$ cat config.mk
export PLATFORM = sky130hd
export DESIGN_NAME = stack_ptr_unit
export DESIGN_NICKNAME = d
export VERILOG_FILES = /design/src/rtl/spu_pkg.sv /design/src/rtl/spu_ptr.sv /design/src/rtl/spu_ctrl.sv /design/src/rtl/spu_dpath.sv /design/src/rtl/stack_ptr_unit.sv
export SDC_FILE = /design/constraint.sdc
export NUM_CORES = 1
export LEC_CHECK = 0
export BUFFER_PORTS_ARGS = -buffer_cell sky130_fd_sc_hd__buf_2
export CAP_MARGIN = 15
export CELL_PAD_IN_SITES_DETAIL_PLACEMENT = 1
export CELL_PAD_IN_SITES_GLOBAL_PLACEMENT = 1
export CORE_MARGIN = 2
export CORE_UTILIZATION = 34
export DETAILED_ROUTE_END_ITERATION = 10
export PLACE_DENSITY_LB_ADDON = 0.15
export SETUP_SLACK_MARGIN = 0.1
export SYNTH_ARGS = -nofsm -noshare
export SYNTH_HDL_FRONTEND = slang
export SYNTH_SLANG_ARGS = --single-unit
$ cat constraint.sdc
create_clock -name clk -period 1.83 [get_ports clk]
set_clock_uncertainty 0.2 [all_clocks]
set_input_delay 0.0915 -clock clk [delete_from_list [all_inputs] [get_ports clk]]
set_output_delay 0.0915 -clock clk [all_outputs]
set_load 0.01 [all_outputs]
$ cat src/rtl/spu_pkg.sv
package spu_pkg;

  // Strobes from control to datapath: at most one of ld/inc/dec per stack.
  typedef struct packed {
    logic ldData;
    logic incData;
    logic decData;
    logic ldRet;
    logic incRet;
    logic decRet;
  } spuStrobes_t;

endpackage

$ cat src/rtl/spu_ptr.sv
module spu_ptr #(
  parameter int ADDR_W = 16,
  parameter int CNT_W  = 8
) (
  input  logic              clk,
  input  logic              rstN,
  input  logic              ld,
  input  logic              inc,
  input  logic              dec,
  input  logic [ADDR_W-1:0] ldValue,
  output logic [ADDR_W-1:0] ptrQ,
  output logic [ADDR_W-1:0] ptrUp
);
  localparam int HI_W = ADDR_W - CNT_W;

  logic [HI_W-1:0]  hiQ;
  logic [CNT_W-1:0] cntQ;

  always_ff @(posedge clk or negedge rstN) begin
    if (!rstN) begin
      hiQ  <= '0;
      cntQ <= '0;
    end else if (ld) begin
      {hiQ, cntQ} <= ldValue;
    end else if (inc) begin
      cntQ <= cntQ + CNT_W'(1);
    end else if (dec) begin
      cntQ <= cntQ - CNT_W'(1);
    end
  end

  assign ptrQ  = {hiQ, cntQ};
  assign ptrUp = {hiQ, cntQ + CNT_W'(1)};

  // counting never reaches the high register
  a_r3_hi_hold: assert property (@(posedge clk) disable iff (!rstN)
    !ld |=> $stable(hiQ));

  // with no strobe the counting field holds
  a_r5_idle_hold: assert property (@(posedge clk) disable iff (!rstN)
    (!ld && !inc && !dec) |=> $stable(cntQ));

endmodule

$ cat src/rtl/spu_ctrl.sv
module spu_ctrl
  import spu_pkg::*;
#(
  parameter int ADDR_W     = 16,
  parameter int PRIV_SPAN_W = 12
) (
  input  logic              clk,
  input  logic              rstN,
  input  logic              pushData,
  input  logic              popData,
  input  logic              pushRet,
  input  logic              popRet,
  input  logic              wrData,
  input  logic              wrRet,
  input  logic [ADDR_W-1:0] pcValue,
  output spuStrobes_t       strobes,
  output logic              trapReq,
  output logic              trapCause
);
  localparam logic [ADDR_W-1:0] PRIV_LIMIT = ADDR_W'(1) << PRIV_SPAN_W;

  logic privOk;
  logic refused;

  assign privOk  = pcValue < PRIV_LIMIT;
  assign refused = (wrData || wrRet) && !privOk;

  always_comb begin
    strobes.ldData  = wrData && privOk;
    strobes.incData = !strobes.ldData && pushData && !popData;
    strobes.decData = !strobes.ldData && popData && !pushData;
    strobes.ldRet   = wrRet && privOk;
    strobes.incRet  = !strobes.ldRet && pushRet && !popRet;
    strobes.decRet  = !strobes.ldRet && popRet && !pushRet;
  end

  always_ff @(posedge clk or negedge rstN) begin
    if (!rstN) begin
      trapReq   <= 1'b0;
      trapCause <= 1'b0;
    end else begin
      trapReq   <= refused;
      trapCause <= refused ? wrRet : trapCause;
    end
  end

  // input assumption: one write strobe at a time
  a_in_single_write: assert property (@(posedge clk) disable iff (!rstN)
    !(wrData && wrRet));

  // refused data write -> trap with cause 0
  a_r8_cause_data: assert property (@(posedge clk) disable iff (!rstN)
    (wrData && pcValue >= PRIV_LIMIT) |=> (trapReq && !trapCause));

  // refused return write -> trap with cause 1
  a_r8_cause_ret: assert property (@(posedge clk) disable iff (!rstN)
    (wrRet && pcValue >= PRIV_LIMIT) |=> (trapReq && trapCause));

  // no trap without a refused write the cycle before
  a_r8_no_spurious: assert property (@(posedge clk) disable iff (!rstN)
    !((wrData || wrRet) && pcValue >= PRIV_LIMIT) |=> !trapReq);

endmodule

$ cat src/rtl/spu_dpath.sv
module spu_dpath
  import spu_pkg::*;
#(
  parameter int ADDR_W  = 16,
  parameter int DCNT_W  = 8,
  parameter int RCNT_W  = 4
) (
  input  logic              clk,
  input  logic              rstN,
  input  spuStrobes_t       strobes,
  input  logic [ADDR_W-1:0] wrValue,
  input  logic              stkEn,
  input  logic              stkSel,
  output logic [ADDR_W-1:0] memAddr,
  output logic [ADDR_W-1:0] dataPtr,
  output logic [ADDR_W-1:0] retPtr
);
  logic [ADDR_W-1:0] dataUp;
  logic [ADDR_W-1:0] retUp;

  spu_ptr #(.ADDR_W(ADDR_W), .CNT_W(DCNT_W)) dataPtr_i (
    .clk     (clk),
    .rstN    (rstN),
    .ld      (strobes.ldData),
    .inc     (strobes.incData),
    .dec     (strobes.decData),
    .ldValue (wrValue),
    .ptrQ    (dataPtr),
    .ptrUp   (dataUp)
  );

  spu_ptr #(.ADDR_W(ADDR_W), .CNT_W(RCNT_W)) retPtr_i (
    .clk     (clk),
    .rstN    (rstN),
    .ld      (strobes.ldRet),
    .inc     (strobes.incRet),
    .dec     (strobes.decRet),
    .ldValue (wrValue),
    .ptrQ    (retPtr),
    .ptrUp   (retUp)
  );

  // pre-increment: a push addresses the slot it is about to fill
  always_comb begin
    memAddr = '0;
    if (stkEn) begin
      if (stkSel) memAddr = strobes.incRet  ? retUp  : retPtr;
      else        memAddr = strobes.incData ? dataUp : dataPtr;
    end
  end

  // address bus idle when no access is enabled
  a_r9_idle_addr: assert property (@(posedge clk) disable iff (!rstN)
    !stkEn |-> (memAddr == '0));

endmodule

$ cat src/rtl/stack_ptr_unit.sv
module stack_ptr_unit
  import spu_pkg::*;
#(
  parameter int ADDR_W      = 16,
  parameter int DCNT_W      = 8,
  parameter int RCNT_W      = 4,
  parameter int PRIV_SPAN_W = 12
) (
  input  logic              clk,
  input  logic              rstN,
  input  logic              pushData,
  input  logic              popData,
  input  logic              pushRet,
  input  logic              popRet,
  input  logic              wrData,
  input  logic              wrRet,
  input  logic [ADDR_W-1:0] wrValue,
  input  logic [ADDR_W-1:0] pcValue,
  input  logic              stkEn,
  input  logic              stkSel,
  output logic [ADDR_W-1:0] memAddr,
  output logic [ADDR_W-1:0] dataPtr,
  output logic [ADDR_W-1:0] retPtr,
  output logic              trapReq,
  output logic              trapCause
);
  localparam logic [ADDR_W-1:0] PRIV_LIMIT = ADDR_W'(1) << PRIV_SPAN_W;

  spuStrobes_t strobes;

  spu_ctrl #(.ADDR_W(ADDR_W), .PRIV_SPAN_W(PRIV_SPAN_W)) ctrl_i (
    .clk       (clk),
    .rstN      (rstN),
    .pushData  (pushData),
    .popData   (popData),
    .pushRet   (pushRet),
    .popRet    (popRet),
    .wrData    (wrData),
    .wrRet     (wrRet),
    .pcValue   (pcValue),
    .strobes   (strobes),
    .trapReq   (trapReq),
    .trapCause (trapCause)
  );

  spu_dpath #(.ADDR_W(ADDR_W), .DCNT_W(DCNT_W), .RCNT_W(RCNT_W)) dpath_i (
    .clk     (clk),
    .rstN    (rstN),
    .strobes (strobes),
    .wrValue (wrValue),
    .stkEn   (stkEn),
    .stkSel  (stkSel),
    .memAddr (memAddr),
    .dataPtr (dataPtr),
    .retPtr  (retPtr)
  );

  // privileged write lands in full
  a_r6_data_load: assert property (@(posedge clk) disable iff (!rstN)
    (wrData && pcValue < PRIV_LIMIT) |=> (dataPtr == $past(wrValue)));

  a_r6_ret_load: assert property (@(posedge clk) disable iff (!rstN)
    (wrRet && pcValue < PRIV_LIMIT) |=> (retPtr == $past(wrValue)));

  // refused write with no counting leaves the pointer alone
  a_r7_data_blocked: assert property (@(posedge clk) disable iff (!rstN)
    (wrData && pcValue >= PRIV_LIMIT && pushData == popData) |=> $stable(dataPtr));

  a_r7_ret_blocked: assert property (@(posedge clk) disable iff (!rstN)
    (wrRet && pcValue >= PRIV_LIMIT && pushRet == popRet) |=> $stable(retPtr));

  // push with pop, no write, holds the data pointer
  a_r5_data_balance: assert property (@(posedge clk) disable iff (!rstN)
    (pushData && popData && !wrData) |=> $stable(dataPtr));

endmodule

**After elaboration in Yosys (flattened, before gate mapping)**

Index checks and enable logic that the tools add are counted.

- Input port bits: 42
- Bits in writable memories: 0
- Memories: 0
- Register bits after elaboration: 34
- Memory bits (read-only): 0
- Bits in latches: 0
- Word-level logic and storage cells: 42
- Output and inout port bits: 50

- Divide/modulo/power cells: 0
- Eq/ne operators: 0
- Multiplexer cells: 10
- Add/sub/neg operators: 4
- $mul: 0
- Shift-type cells: 0
- Magnitude comparators: 1
- Bitwise gates (word level): 0
- Reductions and logical operators: 21

Operators by type and width:

| cell | number |
|---|---|
| $mux W16 | 2 |
| $mux W8 | 4 |
| $lt A16 B13 Y1 const B | 1 |
| $mux W4 | 4 |
| $logic_and A1 B1 Y1 | 11 |
| $add A8 B1 Y8 const B | 1 |
| $sub A8 B1 Y8 const B | 1 |
| $logic_not A1 Y1 | 7 |
| $reduce_bool A3 Y1 | 2 |
| $add A4 B1 Y4 const B | 1 |
| $sub A4 B1 Y4 const B | 1 |
| $logic_or A1 B1 Y1 | 1 |

**Longest topological paths before layout**

Gate-level depths: netlist (run 1).

- Word-level depth: 8
- Gate-level depth with buffers: 6
- Depth with buffers taken out: 6

**Cells and area by module**

Synthesis (run 1) repeated with hierarchy kept, for this count alone.

- Cell total of the unflattened synthesis: 250
- Area total of the unflattened synthesis: 2539.9 um^2

By module, submodules not included:

| module | seq. area each (um^2) | cells each | times used | area each (um^2) |
|---|---|---|---|---|
| spu_ptr at dpath_i.dataPtr_i | 400.4 | 100 | 1 | 993.5 |
| spu_ptr at dpath_i.retPtr_i | 400.4 | 75 | 1 | 879.6 |
| spu_dpath | 0.0 | 57 | 1 | 509.2 |
| spu_ctrl | 50.0 | 18 | 1 | 157.7 |

**Least setup slack after synthesis (run 1)**

Ideal clock, no wire load.

- Kind: flip-flop to flip-flop
- Start point: reg dpath_i.dataPtr_i.cntQ[2]
- End point: reg dpath_i.dataPtr_i.cntQ[6]
- Setup time: 92 ps
- Period minus slack after synthesis: 1726 ps
- Arrival time: 1434 ps
- Setup slack: 104 ps
- Stages on the path, launching flop included: 6
- Data required time: 1538 ps
- Path buffers: 1
- Cell sequence: dfrtp_1 buf_2 or3_1 nor3_1 nor3_1 o31ai_2

- Longest elaborated chain between the ends: 4
- Elaborated cells on any way between the ends: 5
- Classes of those cells: add/sub (2); mux (3)

Ends and longest elaborated chain:

| what | line | RTL |
|---|---|---|
| from (decl) | spu_ptr.sv:17 | `logic [CNT_W-1:0] cntQ;` |
| from (signal assigned) | spu_ptr.sv:24 | `{hiQ, cntQ} <= ldValue;` |
| from (signal assigned) | spu_ptr.sv:26 | `cntQ <= cntQ + CNT_W'(1);` |
| from (signal assigned) | spu_ptr.sv:28 | `cntQ <= cntQ - CNT_W'(1);` |
| $sub A8 B1 Y8 | spu_ptr.sv:28 |  |
| $mux W8 | spu_ptr.sv:27 | `end else if (dec) begin` |
| $mux W8 (*) | spu_ptr.sv:25 | `end else if (inc) begin` |
| $mux W8 (*) | spu_ptr.sv:23 | `end else if (ld) begin` |

Every way passes the cells marked *; elsewhere a longest branch is shown, timed or not. The select of a mux whose other input is x is not followed.
A chain may end at the register's enable or synchronous reset.

**Final worst setup path (run 1)**

- Start point: reg dpath_i.dataPtr_i.cntQ[1]
- End point: out memAddr[2]

- Longest elaborated chain between the ends: 4

Ends and longest elaborated chain:

| what | line | RTL |
|---|---|---|
| $add A8 B1 Y8 | spu_ptr.sv:33 | `assign ptrUp = {hiQ, cntQ + CNT_W'(1)};` |
| $mux W8 | spu_dpath.sv:48 | `else memAddr = strobes.incData ? dataUp : dataPtr;` |
| $mux W16 | spu_dpath.sv:47 | `if (stkSel) memAddr = strobes.incRet ? retUp : retPtr;` |
| $mux W16 | spu_dpath.sv:46 | `if (stkEn) begin` |
| to (decl) | stack_ptr_unit.sv:21 | `output logic [ADDR_W-1:0] memAddr,` |

Every way passes these cells.

==> reports/results.ini, run 1 <==
[status]
outcome=finished, violations left
violations=setup timing

[worst_setup_path]
path_cells=ha_1 -> nand3b_1 -> buf_4 -> or4_1 -> o211ai_1 -> buf_2
r2r_start=dpath_i.dataPtr_i.cntQ[1]
end_kind=output pin
r2r_end=dpath_i.dataPtr_i.cntQ[7]
crit_start=dpath_i.dataPtr_i.cntQ[1]
regToRegSetupSlack_ns=-0.16
critPathSlowestCell=or4_1
crit_arrival_ns=1.79
cp_max_fo=3
cp_top_family=simple AND/OR/NAND/NOR gates
cp-start-kind=register
crit_required_ns=1.54
critPathBufInv=2
worstRegToRegCells=6
critical_path_class=reg -> out
cp.depth=6
max_stage_delay_ns=0.40

[cts]
htreeDepth=2
cts-root-buf=clkbuf_8
cts_tree=yes
cts_sinks=34
cts_made_buffers=5
clk_path_buf_depth=2
clkSlewWorstSetupHoldPaths_ns=0.07
insertion_delay_ns=0.28

[timing]
timing.final.ws_setup_ns=-0.2546
worst_pin_slew_ns=0.4395
max_freq_mhz=479.7
rsz0062_at_grt=yes
relSlewSlack_pct=70.43
finalSetupViolations=11
post-route-min-period_ns=2.085
hold_viol_final=0
finalMaxSlewViolations=0
finalCritPeriodShare_pct=113.9

[placed_design]
hpwlAfterDp_um=5133
place_congestion=0.7552
dp_slack_ns=-0.009955
io_buffer_count=79

[detailed_routing]
routed_via_density=5.041
wl_met3_um=336
ant_nets=0
wl_met2_um=3849
met1_length_um=3391
wl_per_cell_um=16.57
drc=0
drtIter0Drc=76
vias=2324
postRouteWirelength_um=7641
top_layer=met4
drtPass1Iterations=4

[yosys]
async_reset_ff_share_pct=100.0
netlist_top_cells_count=78 x nand2_1, 34 x dfrtp_1, 12 x xnor2_1
synth_ff_type=dfrtp_1
yosysMostFrequentCell=nand2_1
ys_seq_elements=34
synth_enable_flop_cells=0
synth_area_leaders=dfrtp_1 38%, nand2_1 13%, mux2i_1 5.0%
ys.warnings.count=0
synth_area_leader_cell=dfrtp_1
syn_nets=310
syn_inst=264
synth_top_area_share_pct=38.48
ys_seq_area_share_pct=38.48
syn_area_per_cell_um2=8.375
syn-cell-area_um2=2211
synth_cell_type_count=43

[layout]
fin_nets=429
seqCellArea_um2=857.1
num_antenna_cells=0
drive_gt1_share_pct=39.32
fin_util_pct=53.21
multiInputGateArea_um2=1384
n_fill_cell=783
synthToLayoutAreaGrowth_pct=51.95

[floorplan]
die_w_um=84.64
core_um2=6314
ios=92
row_count=29
initial_core_util_pct=35.02
die-area_um2=7164
die_h_um=84.64

[grt]
track_usage_pct=21.11
grt_overflow_total=0
antenna_found_initial=0
grt_pass1_vias=2334
grt_max_degree=22
grt_pass1_wl_um=12150

[pwr]
leakagePower_uw=0.001616
power_density_nw_per_um2=1253
vdd_drop_max_uv=652.7

[worst_hold_path]
hold_path_depth=3
worst_hold_path_type=in -> reg
min-delay-start=pushData
hold_end=dpath_i.dataPtr_i.cntQ[0]

[run]
cap_viol_max_count=0

[metrics by stage]
stage	TNS, ns	instances	instance area (µm²)	hold slack, ns	total power, µW
detailed placement	-0.01386	423	2789	-0.1667	2911
global route	-2.537	461	3359	0.04652	4496
CTS	-1.515	456	3239	0.006139	4001
finish	-1.423	461	3359	0.009303	4211
global placement	0	423	2789	-0.1681	2851
floorplan	0	264	2211	-0.4041	2206
[area by class of cell]
type	count	area share [%]
inverters	10	1.117
clock buffers	6	2.458
flip-flops and latches	34	25.51
multi-input cells	206	41.19
well taps	77	2.868
clock inverters	2	1.788
repair buffers	126	25.07
[what timing repair did]
action / 4_1_cts / 5_1_grt
endpoints found under the hold margin: 68 / 0
pin swaps: 8 / 11
setup endpoints to repair: 10 / 16
setup buffers: 7 / 5
hold buffers: 18 / 0
gates resized for setup: 14 / 18
cloned: 0 / 0
[worst max-delay path by stage]
stage	to	slack (ns)
floorplan	dpath_i.dataPtr_i.cntQ[6]	0.10
global placement	memAddr[6]	0.003
detailed placement	memAddr[2]	-0.01
CTS	memAddr[2]	-0.24
global route	memAddr[2]	-0.33
finish	memAddr[2]	-0.25
[layout by cell type (no fill, tap or decap), types with 4 or more instances in the layout]
cell type,n
buf_2,79
nand2_1,76
dfrtp_1,29
buf_4,23
dlygate4sd3_1,18
xnor2_1,12
mux2i_1,10
o21ai_0,10
inv_1,9
nor2b_1,9
nor2_1,9
a21oi_1,8
clkbuf_8,6
dfrtp_2,5
nand2_2,4
nand3_1,4
nand3b_1,4
o21ai_1,4
[metal layers]
metal,vias to the layer above,track usage (%)
met3,8,3.048
met2,65,35.58
met4,0,3.030
met5,-,0
li1,1125,-
met1,1126,29.56
[registers in the layout, summed over array words and instances, names as in the netlist]
register / flops
ctrl_i.trapCause: 1
dpath_i.dataPtr_i.cntQ: 8
dpath_i.dataPtr_i.hiQ: 8
ctrl_i.trapReq: 1
dpath_i.retPtr_i.cntQ: 4
dpath_i.retPtr_i.hiQ: 12
[cell families (layout without fill, tap and decap cells)]
kind of cell / count (synthesis) / count (layout) / share of synthesized area (%)
fa+ha+maj: 4 / 4 / 2.264
compound gates: 47 / 47 / 14.88
xor+xnor: 14 / 14 / 5.546
flops: 34 / 34 / 38.48
buf+inv: 24 / 144 / 5.263
simple gates: 129 / 129 / 28.07
mux: 12 / 12 / 5.490
[power breakdown]
part | internal (µW) | switching (µW)
sequential | 993 | 295
clock | 581 | 283
combinational | 993 | 1060
[tightest hold or removal path, cell delays in order]
cell and delay (ns):
buf_2 0.16, xnor2_1 0.13, o21ai_0 0.07
No activity file was read; power rests on OpenSTA's default activity.
==> run 2: changes to the inputs <==
Settings changed: PLACE_DENSITY set to 0.88, PLACE_DENSITY_LB_ADDON 0.15 to not set.
==> reports/results.ini, run 2 (same netlist as run 1, synthesis figures left out) <==
[status]
outcome=finished, violations left  ; unchanged
violations=hold timing, setup timing  ; was setup timing

[cts]
cts_made_buffers=5  ; unchanged
cts-root-buf=clkbuf_8  ; unchanged
clkSlewWorstSetupHoldPaths_ns=0.08  ; was 0.07 ns
cts_sinks=34  ; unchanged
insertion_delay_ns=0.30  ; was 0.28 ns
htreeDepth=2  ; unchanged
clk_path_buf_depth=2  ; unchanged
cts_tree=yes  ; unchanged

[detailed_routing]
vias=2377  ; was 2324
ant_nets=0  ; unchanged
top_layer=met4  ; unchanged
drtIter0Drc=90  ; was 76
routed_via_density=5.224  ; was 5.041
postRouteWirelength_um=7950  ; was 7641 µm
drc=0  ; unchanged
wl_per_cell_um=17.47  ; was 16.57 µm
wl_met3_um=291  ; was 336 µm
met1_length_um=3282  ; was 3391 µm
wl_met2_um=4204  ; was 3849 µm
drtPass1Iterations=4  ; unchanged

[layout]
layout_commonest_cell=buf_2  ; unchanged
reg.largest.list=dpath_i.retPtr_i.hiQ (12), dpath_i.dataPtr_i.cntQ (8), dpath_i.dataPtr_i.hiQ (8)  ; unchanged
synthToLayoutAreaGrowth_pct=44.20  ; was 51.95%
num_antenna_cells=0  ; unchanged
largest_reg_flops=12  ; unchanged
fin_nets=423  ; was 429
n_fill_cell=789  ; was 783
fin_area_um2=3188  ; was 3359 µm²
final_cell_mix=79 x buf_2, 77 x nand2_1, 30 x dfrtp_1  ; was 79 x buf_2, 76 x nand2_1, 29 x dfrtp_1
drive_gt1_share_pct=37.57  ; was 39.32%
largest-register=dpath_i.retPtr_i.hiQ  ; unchanged

[timing]
finalMaxSlewViolations=0  ; unchanged
timing.final.ws_setup_ns=-0.2700  ; was -0.2546 ns
hold_viol_final=1  ; was 0
rsz0062_at_grt=yes  ; unchanged
finalCritPeriodShare_pct=114.8  ; was 113.9%
worst_pin_slew_ns=0.4997  ; was 0.4395 ns
post-route-min-period_ns=2.100  ; was 2.085 ns
relSlewSlack_pct=66.69  ; was 70.43%
max_freq_mhz=476.2  ; was 479.7 MHz
finalSetupViolations=8  ; was 11
whs_ns=-0.01235  ; was 0.009303 ns
fin_tns_setup_ns=-1.333  ; was -1.423 ns

[pwr]
vdd_drop_max_uv=436.0  ; was 652.7 µV
seqPwrFrac_pct=34.9  ; was 30.6%
p_comb_share_pct=48.6  ; was 48.9%
leakagePower_uw=0.001530  ; was 0.001616 µW
clockPowerShare_pct=16.6  ; was 20.5%
power_density_nw_per_um2=1187  ; was 1253 nW/µm²
swShare_pct=43.11  ; was 39.03%
p_int_uw=2153  ; was 2567 µW
power_switching_uw=1632  ; was 1643 µW

[worst_setup_path]
cp-start-kind=register  ; unchanged
critPathBufInv=2  ; unchanged
cp_max_fo=6  ; was 3
critPathSlowestCell=dfrtp_1  ; was or4_1
path_cells=buf_4 -> nand3_4 -> a211oi_2 -> mux2i_1 -> o211ai_1 -> buf_2  ; was ha_1 -> nand3b_1 -> buf_4 -> or4_1 -> o211ai_1 -> buf_2
end_kind=output pin  ; unchanged
critical_path_class=reg -> out  ; unchanged
crit_arrival_ns=1.81  ; was 1.79 ns
crit_required_ns=1.54  ; about the same
cp_top_family=flip-flops  ; was simple AND/OR/NAND/NOR gates
max_stage_delay_ns=0.42  ; was 0.40 ns

[grt]
grt_overflow_total=0  ; unchanged
grt_max_degree=35  ; was 22
antenna_found_initial=0  ; unchanged
grt_pass1_wl_um=12500  ; was 12150 µm
track_usage_pct=21.93  ; was 21.11%
grt_pass1_vias=2552  ; was 2334

[placed_design]
io_buffer_count=79  ; unchanged
dp_slack_ns=-0.06852  ; was -0.009955 ns
place_congestion=0.8080  ; was 0.7552
hpwlAfterDp_um=5289  ; was 5133 µm
post_dp_cell_area_um2=2751  ; was 2789 µm²

[floorplan]
initial_core_util_pct=35.02  ; unchanged
core_um2=6314  ; unchanged
ios=92  ; unchanged
die_w_um=84.64  ; unchanged
die_h_um=84.64  ; unchanged
die-area_um2=7164  ; unchanged
row_count=29  ; unchanged

[worst_hold_path]
worst_hold_path_type=in -> reg  ; unchanged

[run]
cap_viol_max_count=0  ; unchanged

run 2: changes by cell type in the layout (fill, tap and decap cells not counted), moves of 2 or more:
cell       previous run  this run
buf_12                3         0
buf_6                 3         1
bufinv_16             2         0
nor3_1                2         4
nor3_4                2         0
run 2: repair_timing:
item | CTS | global route
endpoints found under the setup margin | 11 | 17
setup buffers | 4 | 2
endpoints found under the hold margin | 68 | 0
hold buffers | 18 | 0
pin swaps | 4 | 9
gates resized for setup | 10 | 15
run 2: power groups by stage:
stage / combinational (µW) / clock [µW] / sequential, µW
2_1_floorplan: 861 / 0 / 1340
3_5_place_dp: 1610 / 0 / 1300
6_report: 1840 / 628 / 1320
4_1_cts: 1760 / 616 / 1290
3_3_place_gp: 1520 / 0 / 1270
5_1_grt: 2010 / 658 / 1360
run 2: through the flow:
| step | utilization (%) | total power [µW] | cells |
|---|---|---|---|
| floorplan | - | 2206 | 264 |
| detailed placement | 43.58 | 2903 | 423 |
| finish | 50.50 | 3785 | 455 |
| CTS | 49.45 | 3661 | 453 |
| global placement | 43.58 | 2798 | 423 |
| global route | 50.50 | 4032 | 455 |
run 2: final cells by class:
cell class / count / area, µm² / area share, %
clock inverter: 2 / 12.51 / 0.3925
inverter: 10 / 37.54 / 1.177
clock buffer: 6 / 82.58 / 2.590
multi-input combinational: 206 / 1351 / 42.39
timing repair buffer: 120 / 752.0 / 23.59
sequential: 34 / 855.8 / 26.84
tap: 77 / 96.34 / 3.022
run 2: worst register-to-register path, cell delays in order (launching register included):
cell,delay (ns)
dfrtp_1,0.43
buf_4,0.17
buf_4,0.14
inv_2,0.06
ha_4,0.12
nand3b_1,0.15
nor3_2,0.20
o21a_1,0.17
o31ai_2,0.07
run 2: worst paths after layout:
path,depth (start not counted),slack (ns),start,end
hold reg to reg,2,0.30,dpath_i.retPtr_i.hiQ[1],dpath_i.retPtr_i.hiQ[1]
max in group asynchronous,3,0.88,rstN,dpath_i.dataPtr_i.cntQ[2]
min in group asynchronous,3,0.18,rstN,dpath_i.retPtr_i.cntQ[1]
setup reg to reg,8,0.03,dpath_i.dataPtr_i.cntQ[0],dpath_i.dataPtr_i.cntQ[6]
setup / recovery,6,-0.27,dpath_i.dataPtr_i.cntQ[0],memAddr[3]
hold / removal,3,-0.01,pushData,dpath_i.dataPtr_i.cntQ[1]
run 2: per-layer routing:
metal  GRT usage [%]  vias to the layer above
met5               0                        -
met4           6.926                        0
met3           3.540                       16
met2           40.73                       70
met1           25.58                     1185
li1                -                     1106
==> run 3: changes to the inputs <==
Settings changed: CAP_MARGIN 15 to 10, CORE_MARGIN 2 to 3, CORE_UTILIZATION 34 to 35, CTS_BUF_LIST set to sky130_fd_sc_hd__clkbuf_4, PLACE_DENSITY 0.88 to 0.9.
==> reports/results.ini, run 3 (same netlist as run 1, synthesis figures left out) <==
[status]
outcome=finished, violations left  ; unchanged
violations=setup timing  ; was hold timing, setup timing

[timing]
fin_tns_setup_ns=-2.607  ; was -1.333 ns
post-route-min-period_ns=2.190  ; was 2.100 ns
timing.final.ws_setup_ns=-0.3602  ; was -0.2700 ns
whs_ns=0.03486  ; was -0.01235 ns
finalMaxSlewViolations=0  ; unchanged
hold_viol_final=0  ; was 1
rsz0062_at_grt=yes  ; unchanged
relSlewSlack_pct=64.96  ; was 66.69%
worst_pin_slew_ns=0.5216  ; was 0.4997 ns
finalSetupViolations=15  ; was 8
finalCritPeriodShare_pct=119.7  ; was 114.8%
max_freq_mhz=456.6  ; was 476.2 MHz

[layout]
final_cell_mix=79 x buf_2, 75 x nand2_1, 29 x dfrtp_1  ; was 79 x buf_2, 77 x nand2_1, 30 x dfrtp_1
fin_area_um2=3324  ; was 3188 µm²
layout_commonest_cell=buf_2  ; unchanged
reg.largest.list=dpath_i.retPtr_i.hiQ (12), dpath_i.dataPtr_i.cntQ (8), dpath_i.dataPtr_i.hiQ (8)  ; unchanged
largest_reg_flops=12  ; unchanged
num_antenna_cells=0  ; unchanged
largest-register=dpath_i.retPtr_i.hiQ  ; unchanged
synthToLayoutAreaGrowth_pct=50.37  ; was 44.20%
drive_gt1_share_pct=40.51  ; was 37.57%
fin_nets=436  ; was 423

[detailed_routing]
routed_via_density=5.353  ; was 5.224
drtPass1Iterations=4  ; unchanged
vias=2489  ; was 2377
drc=0  ; unchanged
drtIter0Drc=76  ; was 90
ant_nets=0  ; unchanged
postRouteWirelength_um=9160  ; was 7950 µm
wl_per_cell_um=19.70  ; was 17.47 µm

[floorplan]
row_count=28  ; was 29
die_h_um=85.48  ; was 84.64 µm
die-area_um2=7307  ; was 7164 µm²
core_um2=6026  ; was 6314 µm²
die_w_um=85.48  ; was 84.64 µm
initial_core_util_pct=36.69  ; was 35.02%
ios=92  ; unchanged

[grt]
grt_overflow_total=0  ; unchanged
grt_pass1_vias=2630  ; was 2552
grt_max_degree=35  ; unchanged
track_usage_pct=23.85  ; was 21.93%
grt_pass1_wl_um=13520  ; was 12500 µm
antenna_found_initial=0  ; unchanged

[cts]
insertion_delay_ns=0.35  ; was 0.30 ns
cts_made_buffers=5  ; unchanged
htreeDepth=2  ; unchanged
clk_path_buf_depth=2  ; unchanged
cts_sinks=34  ; unchanged
clkSlewWorstSetupHoldPaths_ns=0.11  ; was 0.08 ns
cts-root-buf=clkbuf_4  ; was clkbuf_8
cts_tree=yes  ; unchanged

[run]
cap_viol_max_count=0  ; unchanged

[worst_setup_path]
end_kind=output pin  ; unchanged
cp_max_fo=6  ; unchanged
crit_arrival_ns=1.90  ; was 1.81 ns
critical_path_class=reg -> out  ; unchanged
cp-start-kind=register  ; unchanged
crit_required_ns=1.54  ; about the same

[pwr]
total_power_uw=4085  ; was 3785 µW
power_density_nw_per_um2=1229  ; was 1187 nW/µm²
leakagePower_uw=0.001607  ; was 0.001530 µW
vdd_drop_max_uv=573.9  ; was 436.0 µV

[worst_hold_path]
worst_hold_path_type=in -> reg  ; unchanged

[placed_design]
post_dp_cell_area_um2=2761  ; was 2751 µm²
io_buffer_count=79  ; unchanged
hpwlAfterDp_um=5487  ; was 5289 µm
place_congestion=0.8166  ; was 0.8080

run 3: cell types whose count changed in the layout (fill, tap and decap cells not counted), sizes merged:
| cell | change |
|---|---|
| clkbuf | -1 |
| buf | +10 |
| bufinv | +1 |
| clkinvlp | -1 |
| dlygate4sd3 | +3 |
run 3: report_power, final:
group	switching (µW)	leakage (µW)	internal, µW	total [µW]
sequential	291	0.000412	992	1280
combinational	1190	0.00116	1060	2250
clock	278	0.0000387	276	554
run 3: path summary, 6_finish.rpt:
check	startpoint	to	slack (ns)	cells after the start
max reg2reg	dpath_i.dataPtr_i.cntQ[1]	dpath_i.dataPtr_i.cntQ[7]	-0.18	6
max in group asynchronous	rstN	dpath_i.retPtr_i.cntQ[0]	0.96	3
min in group asynchronous	rstN	dpath_i.dataPtr_i.cntQ[1]	0.11	3
min	popData	dpath_i.dataPtr_i.cntQ[1]	0.03	4
max	dpath_i.dataPtr_i.cntQ[0]	memAddr[2]	-0.36	6
min reg2reg	dpath_i.retPtr_i.hiQ[9]	dpath_i.retPtr_i.hiQ[9]	0.32	2
run 3: worst max-delay path, stage by stage (launching register included):
cell and delay (ns):
dfrtp_1 0.41, ha_2 0.19, nand3b_1 0.10, buf_6 0.16, or4_4 0.41, o211ai_1 0.11
buf_2 0.17
run 3: routing by layer:
metal / wire length (µm) / global-route usage [%] / vias to the layer above
met5: 0 / 0 / -
met4: 259 / 8.633 / 0
met3: 361 / 3.883 / 23
met2: 4949 / 43.57 / 81
met1: 3589 / 27.86 / 1247
li1: - / - / 1138
run 3: cell type report:
class / count / area (µm²)
Clock buffer: 5 / 37.54
Tap cell: 75 / 93.84
Multi-Input combinational cell: 206 / 1381
Clock inverter: 2 / 33.78
Sequential cell: 34 / 857.1
Fill cell: 742 / 2701
Inverter: 10 / 40.04
Timing Repair Buffer: 133 / 880.8
run 3: through the flow:
stage | std cells | utilization [%] | setup WS (ns)
finish | 465 | 55.17 | -0.3602
global route | 465 | 55.17 | -0.3894
CTS | 454 | 52.37 | -0.2691
detailed placement | 421 | 45.83 | 0.02798
global placement | 421 | 45.83 | 0.08998
floorplan | 264 | - | 0.1038
run 3: repair_timing:
item,in CTS,in global routing
hold buffers,21,0
hold endpoints to repair,68,0
buffers inserted,5,11
endpoints found under the setup margin,10,16
resized for setup,16,20
cloned,0,0
pin swaps,5,10
